$ cat config.mk
export PLATFORM = sky130hd
export DESIGN_NAME = zp_window_estimator
export DESIGN_NICKNAME = d
export VERILOG_FILES = /design/src/rtl/zp_pkg.sv /design/src/rtl/zp_subwin_counter.sv /design/src/rtl/zp_ring_total.sv /design/src/rtl/zp_window_estimator.sv
export SDC_FILE = /design/constraint.sdc
export NUM_CORES = 1
export LEC_CHECK = 0
export BUFFER_PORTS_ARGS = -buffer_cell sky130_fd_sc_hd__buf_2
export CORE_MARGIN = 2
export CORE_UTILIZATION = 37
export CTS_BUF_LIST = sky130_fd_sc_hd__clkbuf_16
export CTS_CLUSTER_DIAMETER = 200
export CTS_CLUSTER_SIZE = 12
export DETAILED_ROUTE_END_ITERATION = 12
export PLACE_DENSITY_LB_ADDON = 0.12
export SETUP_SLACK_MARGIN = 0.2
export SLEW_MARGIN = 20
export SYNTH_ARGS = -nofsm -noshare
export SYNTH_HDL_FRONTEND = slang
export SYNTH_SLANG_ARGS = --single-unit
$ cat constraint.sdc
create_clock -name clk -period 4.6 [get_ports clk]
set_clock_uncertainty 0.05 [all_clocks]
set_input_delay 0 -clock clk [delete_from_list [all_inputs] [get_ports clk]]
set_output_delay 0 -clock clk [all_outputs]
set_load 0.05 [all_outputs]
$ cat src/rtl/zp_pkg.sv
package zp_pkg;

    // Bits needed to hold the values 0..n inclusive.
    function automatic int unsigned cnt_width(input int unsigned n);
        return (n < 1) ? 1 : $clog2(n + 1);
    endfunction

    // Bits needed to index n entries.
    function automatic int unsigned idx_width(input int unsigned n);
        return (n < 2) ? 1 : $clog2(n);
    endfunction

    typedef enum logic {
        PH_FILL = 1'b0,
        PH_LIVE = 1'b1
    } zp_phase_e;

endpackage

$ cat src/rtl/zp_subwin_counter.sv
module zp_subwin_counter
    import zp_pkg::*;
#(
    parameter int unsigned BITS_PER_BLOCK = 63,
    parameter int unsigned BLOCKS_PER_SUB = 1000,
    localparam int unsigned SUB_BITS = BITS_PER_BLOCK * BLOCKS_PER_SUB,
    localparam int unsigned SUB_W    = cnt_width(SUB_BITS),
    localparam int unsigned BLK_W    = idx_width(BLOCKS_PER_SUB)
) (
    input  logic             clk,
    input  logic             rst,
    input  logic             bit_valid,
    input  logic             bit_in,
    input  logic             block_end,
    output logic             sub_done,
    output logic [SUB_W-1:0] sub_zeros
);

    logic [SUB_W-1:0] zero_acc;
    logic [BLK_W-1:0] blk_cnt;
    logic             zero_now;
    logic             last_blk;

    assign zero_now  = bit_valid & ~bit_in;
    assign last_blk  = block_end && (blk_cnt == BLK_W'(BLOCKS_PER_SUB - 1));
    assign sub_done  = last_blk;
    assign sub_zeros = zero_acc + SUB_W'(zero_now);

    always_ff @(posedge clk) begin
        if (rst) begin
            zero_acc <= '0;
            blk_cnt  <= '0;
        end else if (last_blk) begin
            zero_acc <= '0;
            blk_cnt  <= '0;
        end else begin
            zero_acc <= sub_zeros;
            if (block_end) begin
                blk_cnt <= blk_cnt + BLK_W'(1);
            end
        end
    end

    AST_SUB_BOUND: assert property (@(posedge clk) disable iff (rst)
        sub_done |-> (sub_zeros <= SUB_W'(SUB_BITS))) else $error("sub-window count too large");

    AST_BLK_WRAP: assert property (@(posedge clk) disable iff (rst)
        sub_done |=> (blk_cnt == '0)) else $error("block counter did not wrap");

endmodule

$ cat src/rtl/zp_ring_total.sv
module zp_ring_total
    import zp_pkg::*;
#(
    parameter int unsigned BITS_PER_BLOCK = 63,
    parameter int unsigned BLOCKS_PER_SUB = 1000,
    parameter int unsigned NUM_SUBS       = 10,
    localparam int unsigned SUB_BITS = BITS_PER_BLOCK * BLOCKS_PER_SUB,
    localparam int unsigned WIN_BITS = SUB_BITS * NUM_SUBS,
    localparam int unsigned SUB_W    = cnt_width(SUB_BITS),
    localparam int unsigned TOT_W    = cnt_width(WIN_BITS),
    localparam int unsigned PTR_W    = idx_width(NUM_SUBS),
    localparam int unsigned FILL_W   = cnt_width(NUM_SUBS)
) (
    input  logic             clk,
    input  logic             rst,
    input  logic             sub_done,
    input  logic [SUB_W-1:0] sub_zeros,
    output logic [TOT_W-1:0] next_total,
    output logic             win_ready,
    output logic             win_full
);

    logic [SUB_W-1:0]  ring [NUM_SUBS];
    logic [PTR_W-1:0]  wr_ptr;
    logic [FILL_W-1:0] fill_cnt;
    logic [TOT_W-1:0]  total;
    logic [SUB_W-1:0]  oldest;

    assign oldest     = ring[wr_ptr];
    assign next_total = total + TOT_W'(sub_zeros) - TOT_W'(oldest);
    assign win_full   = (fill_cnt == FILL_W'(NUM_SUBS));
    assign win_ready  = sub_done && (win_full || (fill_cnt == FILL_W'(NUM_SUBS - 1)));

    for (genvar g = 0; g < NUM_SUBS; g++) begin : g_slot
        always_ff @(posedge clk) begin
            if (rst) begin
                ring[g] <= '0;
            end else if (sub_done && (wr_ptr == PTR_W'(g))) begin
                ring[g] <= sub_zeros;
            end
        end
    end

    always_ff @(posedge clk) begin
        if (rst) begin
            wr_ptr   <= '0;
            fill_cnt <= '0;
            total    <= '0;
        end else if (sub_done) begin
            total  <= next_total;
            wr_ptr <= (wr_ptr == PTR_W'(NUM_SUBS - 1)) ? '0 : wr_ptr + PTR_W'(1);
            if (!win_full) begin
                fill_cnt <= fill_cnt + FILL_W'(1);
            end
        end
    end

    AST_TOTAL_BOUND: assert property (@(posedge clk) disable iff (rst)
        total <= TOT_W'(WIN_BITS)) else $error("window total too large");

    AST_FILL_BOUND: assert property (@(posedge clk) disable iff (rst)
        fill_cnt <= FILL_W'(NUM_SUBS)) else $error("fill counter overran");

    AST_IDLE_HOLD: assert property (@(posedge clk) disable iff (rst)
        !sub_done |=> $stable(total)) else $error("total moved without a close");

endmodule

$ cat src/rtl/zp_window_estimator.sv
module zp_window_estimator
    import zp_pkg::*;
#(
    parameter int unsigned BITS_PER_BLOCK = 63,
    parameter int unsigned BLOCKS_PER_SUB = 1000,
    parameter int unsigned NUM_SUBS       = 10,
    localparam int unsigned SUB_BITS = BITS_PER_BLOCK * BLOCKS_PER_SUB,
    localparam int unsigned WIN_BITS = SUB_BITS * NUM_SUBS,
    localparam int unsigned SUB_W    = cnt_width(SUB_BITS),
    localparam int unsigned TOT_W    = cnt_width(WIN_BITS)
) (
    input  logic             clk,
    input  logic             rst,
    input  logic             bit_valid,
    input  logic             bit_in,
    input  logic             block_end,
    input  logic             preload_en,
    input  logic [TOT_W-1:0] preload_cnt,
    output logic [TOT_W-1:0] zero_cnt,
    output logic             upd_stb
);

    logic             sub_done;
    logic [SUB_W-1:0] sub_zeros;
    logic [TOT_W-1:0] next_total;
    logic             win_ready;
    logic             win_full;
    zp_phase_e        phase;

    zp_subwin_counter #(
        .BITS_PER_BLOCK (BITS_PER_BLOCK),
        .BLOCKS_PER_SUB (BLOCKS_PER_SUB)
    ) i_sub (
        .clk       (clk),
        .rst       (rst),
        .bit_valid (bit_valid),
        .bit_in    (bit_in),
        .block_end (block_end),
        .sub_done  (sub_done),
        .sub_zeros (sub_zeros)
    );

    zp_ring_total #(
        .BITS_PER_BLOCK (BITS_PER_BLOCK),
        .BLOCKS_PER_SUB (BLOCKS_PER_SUB),
        .NUM_SUBS       (NUM_SUBS)
    ) i_ring (
        .clk        (clk),
        .rst        (rst),
        .sub_done   (sub_done),
        .sub_zeros  (sub_zeros),
        .next_total (next_total),
        .win_ready  (win_ready),
        .win_full   (win_full)
    );

    assign phase = win_full ? PH_LIVE : PH_FILL;

    always_ff @(posedge clk) begin
        if (rst) begin
            zero_cnt <= '0;
            upd_stb  <= 1'b0;
        end else if (win_ready) begin
            zero_cnt <= next_total;
            upd_stb  <= 1'b1;
        end else begin
            upd_stb <= 1'b0;
            if (preload_en && (phase == PH_FILL)) begin
                zero_cnt <= preload_cnt;
            end
        end
    end

    AST_NO_EARLY_STB: assert property (@(posedge clk) disable iff (rst)
        upd_stb |-> win_full) else $error("strobe before window filled");

    AST_FILL_HOLD: assert property (@(posedge clk) disable iff (rst)
        (!win_full && !preload_en && !sub_done) |=> $stable(zero_cnt)) else $error("output moved while filling");

    AST_PRELOAD_IGNORED: assert property (@(posedge clk) disable iff (rst)
        (win_full && !sub_done) |=> ($stable(zero_cnt) && !upd_stb)) else $error("output moved between closes");

    AST_OUT_BOUND: assert property (@(posedge clk) disable iff (rst)
        upd_stb |-> (zero_cnt <= TOT_W'(WIN_BITS))) else $error("published count too large");

endmodule

# Yosys cells after proc, flatten, opt, wreduce, memory -nomap -nowiden
# Memories as Yosys holds them, arrays and structs flattened. A register that Yosys moved wholly into a read port is not among the register bits.
# Index checks and enable logic that the tools add are counted.
dict set report totals {
  mem_bits_rw 160
  wordCells 107
  register_bits 75
  inputBits 26
  mem_count 1
}
dict set report classes {
  bitwise 14
  n_reduce_logical 18
  n_mux 49
  n_eq_ne 12
  n_addsub 6
}
# memory depth word_bits read_ports rd_clocked_by_memory_dff wr line_no
set memory_table {}
lappend memory_table {i_ring.ring 10 16 1 1 10 zp_ring_total.sv:23} ;# logic [SUB_W-1:0] ring [NUM_SUBS];
# operator count
set ops {}
lappend ops {{16-bit two-way mux} 10}
lappend ops {{20-bit two-way mux} 2}
lappend ops {{1-bit two-way mux} 34}
lappend ops {{20-bit by 16-bit adder with 20-bit output} 1}
lappend ops {{20-bit by 16-bit subtractor with 20-bit output} 1}
lappend ops {{16-bit by 1-bit adder with 16-bit output} 1}
lappend ops {{4-bit by 3-bit equality test with 1-bit output (second input constant)} 4}
lappend ops {{4-bit equality test (second input constant)} 4}
lappend ops {{1-bit logical AND} 13}
lappend ops {{4-bit two-way mux} 3}
lappend ops {{10-bit by 1-bit adder with 10-bit output (second input constant)} 1}
lappend ops {{10-bit equality test (second input constant)} 1}
lappend ops {{1-bit OR} 10}
lappend ops {{4-bit by 1-bit adder with 4-bit output (second input constant)} 2}
lappend ops {{4-bit by 2-bit equality test with 1-bit output (second input constant)} 2}
lappend ops {{4-bit by 1-bit equality test with 1-bit output (second input constant)} 1}
lappend ops {{4-bit zero test} 1}
lappend ops {{1-bit NOT} 3}
lappend ops {{2-bit AND reduction} 1}
lappend ops {{2-bit nonzero test} 1}
lappend ops {{2-bit OR reduction} 1}
lappend ops {{1-bit bitwise AND} 1}
lappend ops {{1-bit logical OR} 1}

# Logic depth before layout (Yosys ltp)
dict set report logic_depth {
  ltp_word 7
  mapped_depth 18
}

# Hierarchy
# From an unflattened synthesis, not the netlist that was laid out.
dict set report unflattened {
  hier_cells 1123
  area_unflattened_um2 12773.5
}
# module area_per_inst_um2 cells_each instances seq_area_each_um2
set modules_own_cells {}
lappend modules_own_cells {zp_ring_total 10322.4 873 1 5445.2}
lappend modules_own_cells {zp_subwin_counter 1262.5 133 1 520.5}
lappend modules_own_cells {zp_window_estimator 1188.6 117 1 420.4}

# Worst setup path after synthesis
# Ideal clock, no wire load.
dict set report synth_path {
  kind {register to register}
  startpoint {reg (tool-made name)}
  endpoint {reg i_ring.total[16]}
  path_buffers 3
  setup_ns 0.095
  slack_ns 0.192
  t_arrival_ns 4.262
  required_time_ns 4.455
  path_stages_with_launch 16
  path_cell_list {dfxtp_1 > buf_2 > buf_2 > mux4_2 > a211oi_1 > a21oi_1 > fa_1 > inv_1 > ha_1 > buf_6 > a21o_1 > o21bai_1 > a311o_1 > o41a_1 > or4b_1 > o311ai_1}
}
# element line_no
set synth_lines {}
lappend synth_lines {{end signal: assignment} zp_ring_total.sv:50} ;# total <= next_total;
lappend synth_lines {{end: declaration} zp_ring_total.sv:26} ;# logic [TOT_W-1:0] total;

==> results.ini <==
[sta]
period_minus_slack_ns=4.235
max-slew-margin-rel_pct=27.58
hold_viol=0
slew_violations=0
worstMarginPinSlew_ns=1.083
worst_slack_ns=0.3651
fin_tns_setup_ns=0
whs_ns=0.1301
finalSetupViolations=0
rsz0062_at_grt=no
post-route-period-util_pct=92.06
max_freq_mhz=236.1

[yosys]
synthTopCellsByArea=edfxtp_1 (41%), dfxtp_1 (13%), nor2_1 (7.4%)
yosys_warnings=0
synth_seq_cells=239
synth-edff-count=160
synth_nets=1146
syn_area_um2=11730
synth.distinct_cells=54
yosysSeqAreaShare_pct=54.44
syn_inst=1078
async_reset_ff_share_pct=0
ys.flop_type=edfxtp_1
syn_area_per_cell_um2=10.88
netlist.area_leader.share_pct=40.96
synth_top_area_cell=edfxtp_1

[drt]
firstDrtPassIters=5
routedWlPerCell_um=20.15
ant_nets=0
wl_mm=32.25
vias=8315
via_per_inst=5.197
drc=0
drtIter0Drc=701

[die]
core_um2=31390
rows=65
die_y_um=182.1
pin_count=47
dieArea_um2=33150
fp.dieW_um=182.1
start_util_pct=37.37

[final_layout]
fillers=3001
fin_nets=1250
utilization_pct=44.53
antenna_cells=0
final_cell_mix=nor2_1 (231), edfxtp_1 (160), dfxtp_1 (78)
drive_gt1_share_pct=18.70
final_common_cell=nor2_1
area_growth_pct=19.16
register_area_um2=6390
multi_input_area_um2=4940
design_area_um2=13980

[critical_path]
cp.required_ns=4.95
path_class=flop to flop
cp_max_fo=8
rr_endpoint=i_ring.total[19]
setup.worst_path.end_class=flop
start_kind=flop
rr_worst_depth=15
cp.arrival_ns=4.58
regToRegSetupSlack_ns=0.37

[worst_hold_path]
holdPathEnd=i_sub.blk_cnt[2]
whs_path_depth=3
min_path_type=primary input to flop
hp-start=rst

[global_route]
grt_pass1_wl_mm=49.52
grt_pass1_vias=8410
grt_max_degree=69
track_usage_pct=19.47
grt_overflow=0
antenna_found_initial=0

[place]
portBuffers=46
gp_congestion=0.8239
place_ws_ns=0.09702
placed_area_um2=12700
place_hpwl_mm=21.15

[power_and_ir_drop]
seqPwrFrac_pct=54.1
ir_drop_mv=0.2143
p_comb_share_pct=7.4
p_per_area_nw_per_um2=316.5
switching_share_pct=23.29
leakagePower_nw=4.931
p_clk_share_pct=38.5
p_int_w=0.003394
p_switching_w=0.001030

[clock_tree]
numClockSinks=239
htreeDepth=1
clkLatencyLatePin_ns=0.52
cts.path.max_buffers=3
clk_pin_slew_ns=0.06
clockRootBuffer=clkbuf_16
cts_tree=yes
cts_buffers=23

[status]
status=finished clean

[job]
maxCapViolations=0

[per-layer routing]
metal,wire length (um),vias to the layer above,global-route usage (%)
li1,-,3998,-
met1,14630,4081,26.19
met2,15510,192,33.80
met3,1376,44,2.275
met4,727,0,4.581
met5,0,-,0
[cell type report]
class	count	area share, %
sequential	239	45.71
clock inverter	18	0.5192
inverter	55	1.477
tap	402	3.598
multi-input combinational	705	35.34
clock buffer	23	4.117
timing repair buffer	158	9.237
[timing repair]
item | in CTS | in global routing
resized for setup | 3 | 28
endpoints found under the setup margin | 4 | 14
cloned | 0 | 2
hold buffers | 34 | 0
endpoints found under the hold margin | 24 | 0
setup buffers | 0 | 12
pin swaps | 0 | 7
[power by group through the flow]
| stage | registers (W) | logic, W | clock network, W |
|---|---|---|---|
| 5_1_grt | 0.00240 | 0.000355 | 0.00182 |
| 4_1_cts | 0.00239 | 0.000320 | 0.00176 |
| 3_5_place_dp | 0.00244 | 0.000296 | 0 |
| 2_1_floorplan | 0.00247 | 0.000155 | 0 |
| 6_report | 0.00239 | 0.000326 | 0.00171 |
| 3_3_place_gp | 0.00244 | 0.000297 | 0 |
[worst max-delay path, stage by stage (launching register included)]
cell and delay [ns]:
dfxtp_4 0.36, buf_12 0.13, buf_12 0.13, buf_12 0.12, mux4_2 0.51, nor2b_1 0.15
a211oi_1 0.28, a21oi_1 0.10, fa_1 0.49, inv_1 0.04, ha_1 0.42, nand4_1 0.17
o21a_1 0.21, o211ai_1 0.37, mux2i_1 0.24, mux2_2 0.34
[cells by family after synthesis]
logic type      synth area share, %
simple gates                  15.39
mux                           8.703
flops                         54.44
xor+xnor                      3.136
compound gates                8.181
fa+ha+maj                     5.503
buf+inv                       4.650
[cell usage after synthesis, types with 4 or more instances]
cell type	n
nor2_1	231
edfxtp_1	160
dfxtp_1	79
nand2_1	74
clkbuf_1	58
inv_1	55
a21oi_1	48
mux4_2	32
nand3_1	29
a211oi_1	26
ha_1	26
o21ai_0	23
mux2i_1	21
xnor2_1	21
xor2_1	21
nor2b_1	19
fa_1	16
a311oi_1	14
nand4_1	12
nor3_1	11
or3_1	11
buf_2	10
and3_1	8
mux2_2	8
buf_1	7
a21o_1	5
nand2b_1	5
buf_6	4
o211ai_1	4
o31ai_1	4
[per-stage QoR]
stage,instances,total power [W]
after floorplan,1078,0.002622
after global placement,1511,0.002736
after detailed placement,1511,0.002736
after CTS,1586,0.004469
after global routing,1600,0.004581
final,1600,0.004424
[state kept, by name, summed over array words and instances, names as in the netlist, named ones only]
name	cells
i_ring.wr_ptr	4
upd_stb	1
i_ring.fill_cnt	4
i_ring.ring	160
i_ring.total	20
zero_cnt	20
i_sub.zero_acc	16
i_sub.blk_cnt	10
[how the worst max path moves through the flow]
stage	to	slack [ns]	cells past startpoint
detailed placement	i_ring.total[17]	0.1	14
finish	i_ring.total[19]	0.37	15
floorplan	i_ring.total[16]	0.29	15
global route	i_ring.total[17]	0.16	15
global placement	i_ring.total[17]	0.23	14
CTS	i_ring.total[16]	0.21	14
Note: power is estimated with default switching activity, not from simulation.
